### src/rtl/usb_in_ep_pkg.sv
package usb_in_ep_pkg;
  typedef enum logic [1:0] {
    MODE_NORMAL = 2'b00,
    MODE_IGNORE = 2'b01,
    MODE_FNAK   = 2'b10,
    MODE_STALL  = 2'b11
  } ep_mode_e;

  typedef enum logic [1:0] {
    ACT_NONE, ACT_NAK, ACT_STALL, ACT_DATA
  } resp_act_e;

  typedef enum logic [2:0] {
    ST_IDLE, ST_DATA, ST_CRC_LO, ST_CRC_HI, ST_WAIT
  } tx_state_e;

  // Reflected CRC16 step over one byte (poly 0x8005, reflected 0xA001).
  function automatic logic [15:0] crc16_byte(input logic [15:0] c, input logic [7:0] d);
    logic [15:0] r;
    r = c ^ {8'h00, d};
    for (int i = 0; i < 8; i++)
      r = r[0] ? ((r >> 1) ^ 16'hA001) : (r >> 1);
    return r;
  endfunction
endpackage

### src/rtl/usb_in_resp_dec.sv
module usb_in_resp_dec
  import usb_in_ep_pkg::*;
#(
  parameter int CW     = 5,
  parameter int THRESH = 4
) (
  input  logic [1:0]    mode,
  input  logic [CW-1:0] level,
  input  logic          has_last,
  output resp_act_e     act,
  output logic          zero_len
);
  logic ready;

  assign ready    = (32'(level) >= THRESH) || has_last;
  assign zero_len = has_last && (level == '0);

  always_comb begin
    unique case (ep_mode_e'(mode))
      MODE_NORMAL: act = ready ? ACT_DATA : ACT_NAK;
      MODE_IGNORE: act = ready ? ACT_DATA : ACT_NONE;
      MODE_FNAK:   act = ACT_NAK;
      default:     act = ACT_STALL;
    endcase
  end
endmodule

### src/rtl/usb_crc16_acc.sv
module usb_crc16_acc
  import usb_in_ep_pkg::*;
(
  input  logic        clk,
  input  logic        rst_n,
  input  logic        clr,
  input  logic        en,
  input  logic [7:0]  data,
  output logic [15:0] crc
);
  always_ff @(posedge clk or negedge rst_n) begin
    if (!rst_n)   crc <= 16'hFFFF;
    else if (clr) crc <= 16'hFFFF;
    else if (en)  crc <= crc16_byte(crc, data);
  end
endmodule

### src/rtl/usb_hs_timer.sv
module usb_hs_timer #(
  parameter int LIMIT = 36,
  localparam int TW = $clog2(LIMIT + 1)
) (
  input  logic clk,
  input  logic rst_n,
  input  logic run,
  output logic expire
);
  logic [TW-1:0] cnt;

  always_ff @(posedge clk or negedge rst_n) begin
    if (!rst_n)    cnt <= '0;
    else if (!run) cnt <= '0;
    else           cnt <= cnt + 1'b1;
  end

  assign expire = run && (32'(cnt) == LIMIT - 1);
endmodule

### src/rtl/usb_in_ep_tx.sv
module usb_in_ep_tx
  import usb_in_ep_pkg::*;
#(
  parameter int NUM_EP       = 4,
  parameter int FIFO_DEPTH   = 16,
  parameter int THRESH       = 4,
  parameter int TMO_BITS     = 18,
  parameter int CLKS_PER_BIT = 4,
  localparam int EPW = (NUM_EP > 1) ? $clog2(NUM_EP) : 1,
  localparam int CW  = $clog2(FIFO_DEPTH + 1)
) (
  input  logic                 clk,
  input  logic                 rst_n,
  input  logic                 tok_valid,
  input  logic [EPW-1:0]       tok_ep,
  input  logic [2*NUM_EP-1:0]  ep_mode,
  input  logic [NUM_EP*CW-1:0] fifo_level,
  input  logic [NUM_EP-1:0]    fifo_has_last,
  output logic [EPW-1:0]       fifo_sel,
  input  logic                 in_valid,
  output logic                 in_ready,
  input  logic [7:0]           in_data,
  input  logic                 in_last,
  output logic                 tx_valid,
  input  logic                 tx_ready,
  output logic [7:0]           tx_data,
  output logic                 tx_sop,
  output logic                 tx_eop,
  output logic                 tx_crc,
  output logic                 hs_req,
  output logic                 hs_stall,
  input  logic                 rx_hs_valid,
  input  logic                 rx_hs_ack,
  output logic                 tmo_flag,
  output logic                 done
);
  localparam int TMO_CYC = TMO_BITS * CLKS_PER_BIT;

  tx_state_e      st;
  logic [EPW-1:0] ep_q;
  logic           sop_pend;
  logic           busy;
  logic [1:0]     mode_a  [NUM_EP];
  logic [CW-1:0]  level_a [NUM_EP];
  resp_act_e      act;
  logic           zero_len;
  logic           tok_take;
  logic           beat;
  logic [15:0]    crc;
  logic           expire;

  for (genvar g = 0; g < NUM_EP; g++) begin : g_ep
    assign mode_a[g]  = ep_mode[2*g +: 2];
    assign level_a[g] = fifo_level[CW*g +: CW];
  end

  usb_in_resp_dec #(.CW(CW), .THRESH(THRESH)) u_dec (
    .mode(mode_a[tok_ep]), .level(level_a[tok_ep]),
    .has_last(fifo_has_last[tok_ep]), .act(act), .zero_len(zero_len)
  );

  assign busy     = (st != ST_IDLE);
  assign tok_take = tok_valid && !busy;
  assign beat     = (st == ST_DATA) && in_valid && tx_ready;

  usb_crc16_acc u_crc (
    .clk(clk), .rst_n(rst_n), .clr(tok_take), .en(beat), .data(in_data), .crc(crc)
  );

  usb_hs_timer #(.LIMIT(TMO_CYC)) u_tmr (
    .clk(clk), .rst_n(rst_n), .run(st == ST_WAIT), .expire(expire)
  );

  always_ff @(posedge clk or negedge rst_n) begin
    if (!rst_n) begin
      st       <= ST_IDLE;
      ep_q     <= '0;
      sop_pend <= 1'b0;
      hs_req   <= 1'b0;
      hs_stall <= 1'b0;
      tmo_flag <= 1'b0;
      done     <= 1'b0;
    end else begin
      hs_req <= 1'b0;
      done   <= 1'b0;
      unique case (st)
        ST_IDLE: if (tok_valid) begin
          ep_q     <= tok_ep;
          tmo_flag <= 1'b0;
          unique case (act)
            ACT_NAK:   begin hs_req <= 1'b1; hs_stall <= 1'b0; end
            ACT_STALL: begin hs_req <= 1'b1; hs_stall <= 1'b1; end
            ACT_DATA:  begin
              sop_pend <= 1'b1;
              st       <= zero_len ? ST_CRC_LO : ST_DATA;
            end
            default: ;
          endcase
        end
        ST_DATA: if (beat) begin
          sop_pend <= 1'b0;
          if (in_last) st <= ST_CRC_LO;
        end
        ST_CRC_LO: if (tx_ready) begin
          sop_pend <= 1'b0;
          st       <= ST_CRC_HI;
        end
        ST_CRC_HI: if (tx_ready) st <= ST_WAIT;
        ST_WAIT: begin
          if (rx_hs_valid && rx_hs_ack) begin
            done <= 1'b1;
            st   <= ST_IDLE;
          end else if (expire) begin
            tmo_flag <= 1'b1;
            done     <= 1'b1;
            st       <= ST_IDLE;
          end
        end
        default: st <= ST_IDLE;
      endcase
    end
  end

  assign fifo_sel = ep_q;
  assign tx_crc   = (st == ST_CRC_LO) || (st == ST_CRC_HI);
  assign tx_valid = ((st == ST_DATA) && in_valid) || tx_crc;
  assign in_ready = (st == ST_DATA) && tx_ready;
  assign tx_sop   = tx_valid && sop_pend;
  assign tx_eop   = (st == ST_CRC_HI);

  always_comb begin
    unique case (st)
      ST_CRC_LO: tx_data = ~crc[7:0];
      ST_CRC_HI: tx_data = ~crc[15:8];
      default:   tx_data = in_data;
    endcase
  end
endmodule

### config.mk
export PLATFORM = sky130hd
export DESIGN_NAME = usb_in_ep_tx
export DESIGN_NICKNAME = d
export VERILOG_FILES = /design/src/rtl/usb_in_ep_pkg.sv /design/src/rtl/usb_in_resp_dec.sv /design/src/rtl/usb_crc16_acc.sv /design/src/rtl/usb_hs_timer.sv /design/src/rtl/usb_in_ep_tx.sv
export SDC_FILE = /design/constraint.sdc
export NUM_CORES = 1
export LEC_CHECK = 0
export CAP_MARGIN = 10
export CORE_ASPECT_RATIO = 0.9
export CORE_MARGIN = 2
export CORE_UTILIZATION = 45
export CTS_BUF_LIST = sky130_fd_sc_hd__clkbuf_8
export DETAILED_ROUTE_END_ITERATION = 8
export GPL_ROUTABILITY_DRIVEN = 0
export MAX_ROUTING_LAYER = met4
export PLACE_DENSITY = 0.88
export SLEW_MARGIN = 20
export SYNTH_ARGS = -nofsm -noshare
export SYNTH_HDL_FRONTEND = slang
export SYNTH_SLANG_ARGS = --single-unit
### constraint.sdc
create_clock -name clk -period 2.71 [get_ports clk]
set_clock_uncertainty 0.05 [all_clocks]
set_input_delay 0.4065 -clock clk [delete_from_list [all_inputs] [get_ports clk]]
set_output_delay 0.4065 -clock clk [all_outputs]
set_load 0.02 [all_outputs]
==> Yosys cells after proc, flatten, opt, wreduce, memory -nomap -nowiden <==
Index checks and enable logic that the tools add are counted.
{ "word_totals": {"input_bits": 50, "rom_bits": 0, "ram_bits": 0, "ff_bits": 33, "out_inout_bits": 19, "n_memories": 0, "latchBits": 0} }
{ "classes": {"n_addsub": 1, "n_div": 0, "n_eq_ne": 19, "n_mux": 49, "shift": 0, "magnitude_cmp": 3, "multipliers": 0, "n_bitwise": 12, "reduce_logical": 26} }
{ "ops": {"columns": ["cell", "n"], "rows": [
  ["2-to-1 mux 16 bit", 10],
  ["inverter 2 -> 3 bit", 9],
  ["2-to-1 mux 3 bit", 8],
  ["inverter 8 bit", 2],
  ["case mux 8 bit (2 select lines)", 1],
  ["bitwise XOR 16 x 8 -> 16 bit", 1],
  ["case mux 3 bit (5 select lines)", 1],
  ["2-to-1 mux 1 bit", 14],
  ["inequality test 2 bit (second input constant)", 7],
  ["binary-select mux 5 bit (select 2 bit)", 1],
  ["2-to-1 mux 2 bit", 5],
  ["2-to-1 mux 5 bit", 2],
  ["logical AND 1 bit", 8],
  ["adder 7 x 1 -> 7 bit (second input constant)", 1],
  ["== test 7 bit (second input constant)", 1],
  ["2-to-1 mux 7 bit", 1],
  ["AND reduction 7 bit", 1],
  ["== test 2 bit (second input constant)", 3],
  ["== test 3 x 2 -> 1 bit (second input constant)", 2],
  ["case mux 2 bit (3 select lines)", 1],
  ["nonzero test 2 bit", 3],
  ["nonzero test 3 bit", 2],
  ["greater-or-equal comparator 5 x 3 -> 1 bit (second input constant)", 1],
  ["zero test 5 bit", 1],
  ["20 further kinds", 24]
]} }

==> Logic depth before layout (Yosys ltp) <==
{ "logic_depth": {"ltp_word": 19, "depth_mapped": 11} }

==> Modules after synthesis <==
A second synthesis with hierarchy kept.
{ "unflattened": {"hier_cells": 219, "area_unflattened_um2": 2252.2} }
{ "by_module_without_submodules": {"columns": ["module", "seq_area_each_um2", "area_each_um2", "cells_each", "instances"], "rows": [
  ["usb_in_ep_tx", 250.2, 965.9, 95, 1],
  ["usb_crc16_acc", 420.4, 910.9, 87, 1],
  ["usb_hs_timer", 175.2, 330.3, 31, 1],
  ["usb_in_resp_dec", 0.0, 45.0, 6, 1]
]} }

==> Worst setup path before layout <==
No wires, ideal clock.
{ "synth_timing": {"path_kind": "input to register", "start": "in tok_ep[0]", "end": "reg st[0]", "slack_ps": 282, "setup_time_ps": 121, "t_arrival_ps": 2257, "required_ps": 2539, "cell_stages": 7, "path_cell_list": "clkbuf_1 > mux4_2 > o21ai_0 > ha_1 > nand2_1 > a221o_1 > a22o_1"} }
{ "synth_via": {"elab_chain_len": 11, "elab_cells_between_ends": 26, "classes_between": "order compare: 1; eq/ne: 4; mux: 15; bitwise: 1; reduce/logical: 5"} }
{ "synth_rtl": {"columns": ["item", "line", "source"], "rows": [
  ["start, declared", "usb_in_ep_tx.sv:15", "input logic [EPW-1:0] tok_ep,"],
  ["inverter 2 -> 3 bit (implied by the code)", "usb_in_ep_tx.sv:58", ".mode(mode_a[tok_ep]), .level(level_a[tok_ep]),"],
  ["binary-select mux 5 bit (select 2 bit)", "usb_in_ep_tx.sv:58", null],
  ["2-to-1 mux 5 bit (implied by the code) (2 in a row)", "usb_in_ep_tx.sv:58", null],
  ["greater-or-equal comparator 5 x 3 -> 1 bit", "usb_in_resp_dec.sv:15", "assign ready = (32'(level) >= THRESH) || has_last;"],
  ["logical OR 1 bit", "usb_in_resp_dec.sv:15", null],
  ["2-to-1 mux 2 bit (on tied branches)", "usb_in_resp_dec.sv:21, usb_in_resp_dec.sv:20", null],
  ["case mux 2 bit (3 select lines)", "usb_in_resp_dec.sv:19", "unique case (ep_mode_e'(mode))"],
  ["== test 2 bit", "usb_in_ep_tx.sv:90", "unique case (act)"],
  ["inequality test 2 x 1 -> 1 bit (no line)", null, null],
  ["AND reduction 7 bit (no line)", null, null],
  ["end signal, assigned", "usb_in_ep_tx.sv:95", "st <= zero_len ? ST_CRC_LO : ST_DATA;"],
  ["end, declared", "usb_in_ep_tx.sv:39", "tx_state_e st;"]
]} }
Parallel ways exist; a longest one is shown, timed or not. The select of a mux whose other input is x is not followed.
A chain may end at the register's enable or synchronous reset.

==> Worst setup path after layout <==
{ "layout_timing": {"start": "reg st[0]", "end": "out tx_data[3]"} }
{ "layout_via": {"elab_chain_len": 2, "elab_cells_between_ends": 3, "classes_between": "eq/ne: 2; mux: 1"} }
{ "layout_rtl": {"columns": ["item", "line", "source"], "rows": [
  ["== test 3 x 2 -> 1 bit", "usb_in_ep_tx.sv:132", "unique case (st)"],
  ["case mux 8 bit (2 select lines) *", "usb_in_ep_tx.sv:132", null],
  ["end, declared", "usb_in_ep_tx.sv:26", "output logic [7:0] tx_data,"]
]} }
Mark *: on every way between the ends. The rest lies on a longest branch, timed or not.

==> metrics.csv <==
metric,value,unit
synthTopCellsByArea,"dfrtp_1 21%, dfstp_2 21%, xnor2_1 6.1%",
grt_max_degree,34,
r2r_cells,5,
synth-compound-area-share,0.1557,
synthesis.area,2009,sq um
nets,328,
arrival,2.16,ns
critPathLaunchType,flop,
yosysSeqAreaShare,0.4209,
synth_xor_area_frac,0.1345,
nFillCells,356,
post-dp-hpwl,3598,um
synth_top_area_share,0.2117,
synth-edff-count,0,
syn_avg_cell_area,10.05,sq um
setup_slack,0.09675,ns
globalRouteMet2Util,0.3462,
drive_above_1_share,0.1913,
power,2.764,mW
yosys.area_share.adder,0.01245,
fin_crit_sh,0.9643,
min_path_type,flop to flop,
ys.flop_type,dfrtp_1,
synthMuxAreaShare,0.08842,
relSlewSlack,0.6328,
drcViolationCount,0,
drt_iter0_markers,83,
post_cts.repair.setup_buffers,0,
via_count,1765,
initial_core_util,0.4594,
drtAntennaViolNets,0,
timing.fmax,382.7,MHz
worstMarginPinSlew,0.5494,ns
core_area,4374,sq um
fin_tns_setup,0,ns
syn-num-nets,252,
synth.distinct_cells,43,
crit_type,flop to primary output,
drt-total-wl,4674,um
clk_latency,0.28,ns
drv_slew,0,
synth_top_family_by_area,compound AO/OA/AOI/OAI gates,
ctsHtreeMaxLevel,2,
ir_drop,0.3715,mV
end_kind,primary output,
dp_slack,-0.1673,ns
synth.largest_area_cell,dfrtp_1,
numPortBuffers,68,
synth-simple-area-share,0.1557,
grt_pass1_wl,7866,um
wl_per_cell,13.79,um
outcome,"complete, no violations",
final_core_util,0.6673,
synthArstFlopShare,1.000,
mostFrequentLayoutCells,"67 x clkdlybuf4s50_1, 23 x nand2_1, 17 x dfrtp_1",
finalSetupViolCount,0,
synth_warnings,0,
grt_pass1_vias,1734,
grt_usage,0.2115,
p_leak,1.187,nW
whs_path_depth,1,
powerDensity,947.0,nW/um^2
path_clk_slew,0.07,ns
area_delta_synth_final,45.27,%
antenna_found_initial,0,
n_antenna_cell,0,
hold_viol,0,
rsz0062_at_grt,no,
die_x,74.44,um
num_rows,23,
cts_root_buffer,clkbuf_8,
cts_tree,yes,
syn_inst,200,
dr.pass1.iters,4,
crit_path_max_fanout,12,
mostFrequentLayoutCell,clkdlybuf4s50_1,
timing.final.crit_period,2.613,ns
cts_inserted_buffers,5,
synth-seq-cells,33,
clock-sinks,33,
met3_usage,0.03433,
use_met1,0.2731,
worst_hold_slack,0.4142,ns
grt-ovfl-total,0,
io_pins,69,
die_y,67.40,um
grt_busiest_layer,met2,
drv_cap,0,
worstPathRequired,2.25,ns
routed_via_density,5.206,
die_area,5017,sq um
ctsLongestPathBuffers,2,
-- power by group --
group / switching, mW / internal, mW
clock network: 0.180 / 0.229
logic: 0.714 / 0.826
registers: 0.129 / 0.686
total: 1.02 / 1.74
-- synthesized netlist by cell type (5+ instances only) --
| library cell | instances |
|---|---|
| a21oi_1 | 9 |
| nor2_1 | 14 |
| inv_1 | 6 |
| nand2_1 | 23 |
| mux2_2 | 8 |
| xor2_1 | 7 |
| clkbuf_1 | 9 |
| nand3_1 | 5 |
| nor3_1 | 6 |
| o22a_1 | 12 |
| dfstp_2 | 16 |
| o21ai_0 | 13 |
| xnor2_1 | 14 |
| dfrtp_1 | 17 |
-- state kept, by name, indices dropped and copies added, names as in the netlist --
name,count
st,3
hs_stall,1
hs_req,1
u_tmr.cnt,7
sop_pend,1
done,1
u_crc.crc,16
fifo_sel,2
tmo_flag,1
-- per-stage QoR --
step	std cells	area (sq um)
floorplan	200	2009
CTS	339	2917
global placement	331	2815
global route	339	2919
finish	339	2919
detailed placement	331	2815
-- cells by family after synthesis --
| group | count (synthesis) |
|---|---|
| adders and majority gates | 2 |
| muxes | 13 |
| buffers and inverters | 17 |
| DFF | 33 |
| and+or+nand+nor | 64 |
| xor gates and xnor gates | 25 |
| AOI/OAI and AO/OA | 46 |
-- worst max-delay path, stage by stage (launching register included) --
cell and delay (ns):
dfrtp_1 0.66, mux2_2 0.39, o21ai_0 0.18, clkdlybuf4s50_1 0.65
-- layer usage --
| metal | wire length [um] | share of wire |
|---|---|---|
| met4 | 32 | 0.0068 |
| met5 | 0 | 0 |
| met2 | 2407 | 0.51 |
| met1 | 2009 | 0.43 |
| met3 | 224 | 0.048 |
-- area by class of cell --
class                           instances  area, sq um  area share
Clock buffer                            7        96.34     0.03300
Multi-Input combinational cell        150         1099      0.3763
Inverter                                6        22.52    0.007715
Tap cell                               62        77.57     0.02658
Sequential cell                        33        845.8      0.2898
Timing Repair Buffer                   80        773.2      0.2649
Clock inverter                          1        5.005    0.001715
-- path summary, 6_finish.rpt --
kind | slack [ns] | startpoint | end
max | 0.1 | st[0]$_DFFE_PN0P_ | tx_data[3]
min | 0.41 | u_tmr.cnt[0]$_DFF_PN0_ | u_tmr.cnt[0]$_DFF_PN0_
max reg2reg | 0.48 | u_crc.crc[6]$_DFFE_PN1P_ | u_crc.crc[0]$_DFFE_PN1P_
min reg2reg | 0.41 | u_tmr.cnt[0]$_DFF_PN0_ | u_tmr.cnt[0]$_DFF_PN0_
max in group asynchronous | 1.81 | rst_n | u_crc.crc[1]$_DFFE_PN1P_
min in group asynchronous | 0.46 | rst_n | u_tmr.cnt[4]$_DFF_PN0_
-- what timing repair did --
item,in CTS,in global routing
hold buffers,0,0
resized for setup,0,1
endpoints found under the setup margin,0,2
(Power assumes the default switching activity.)
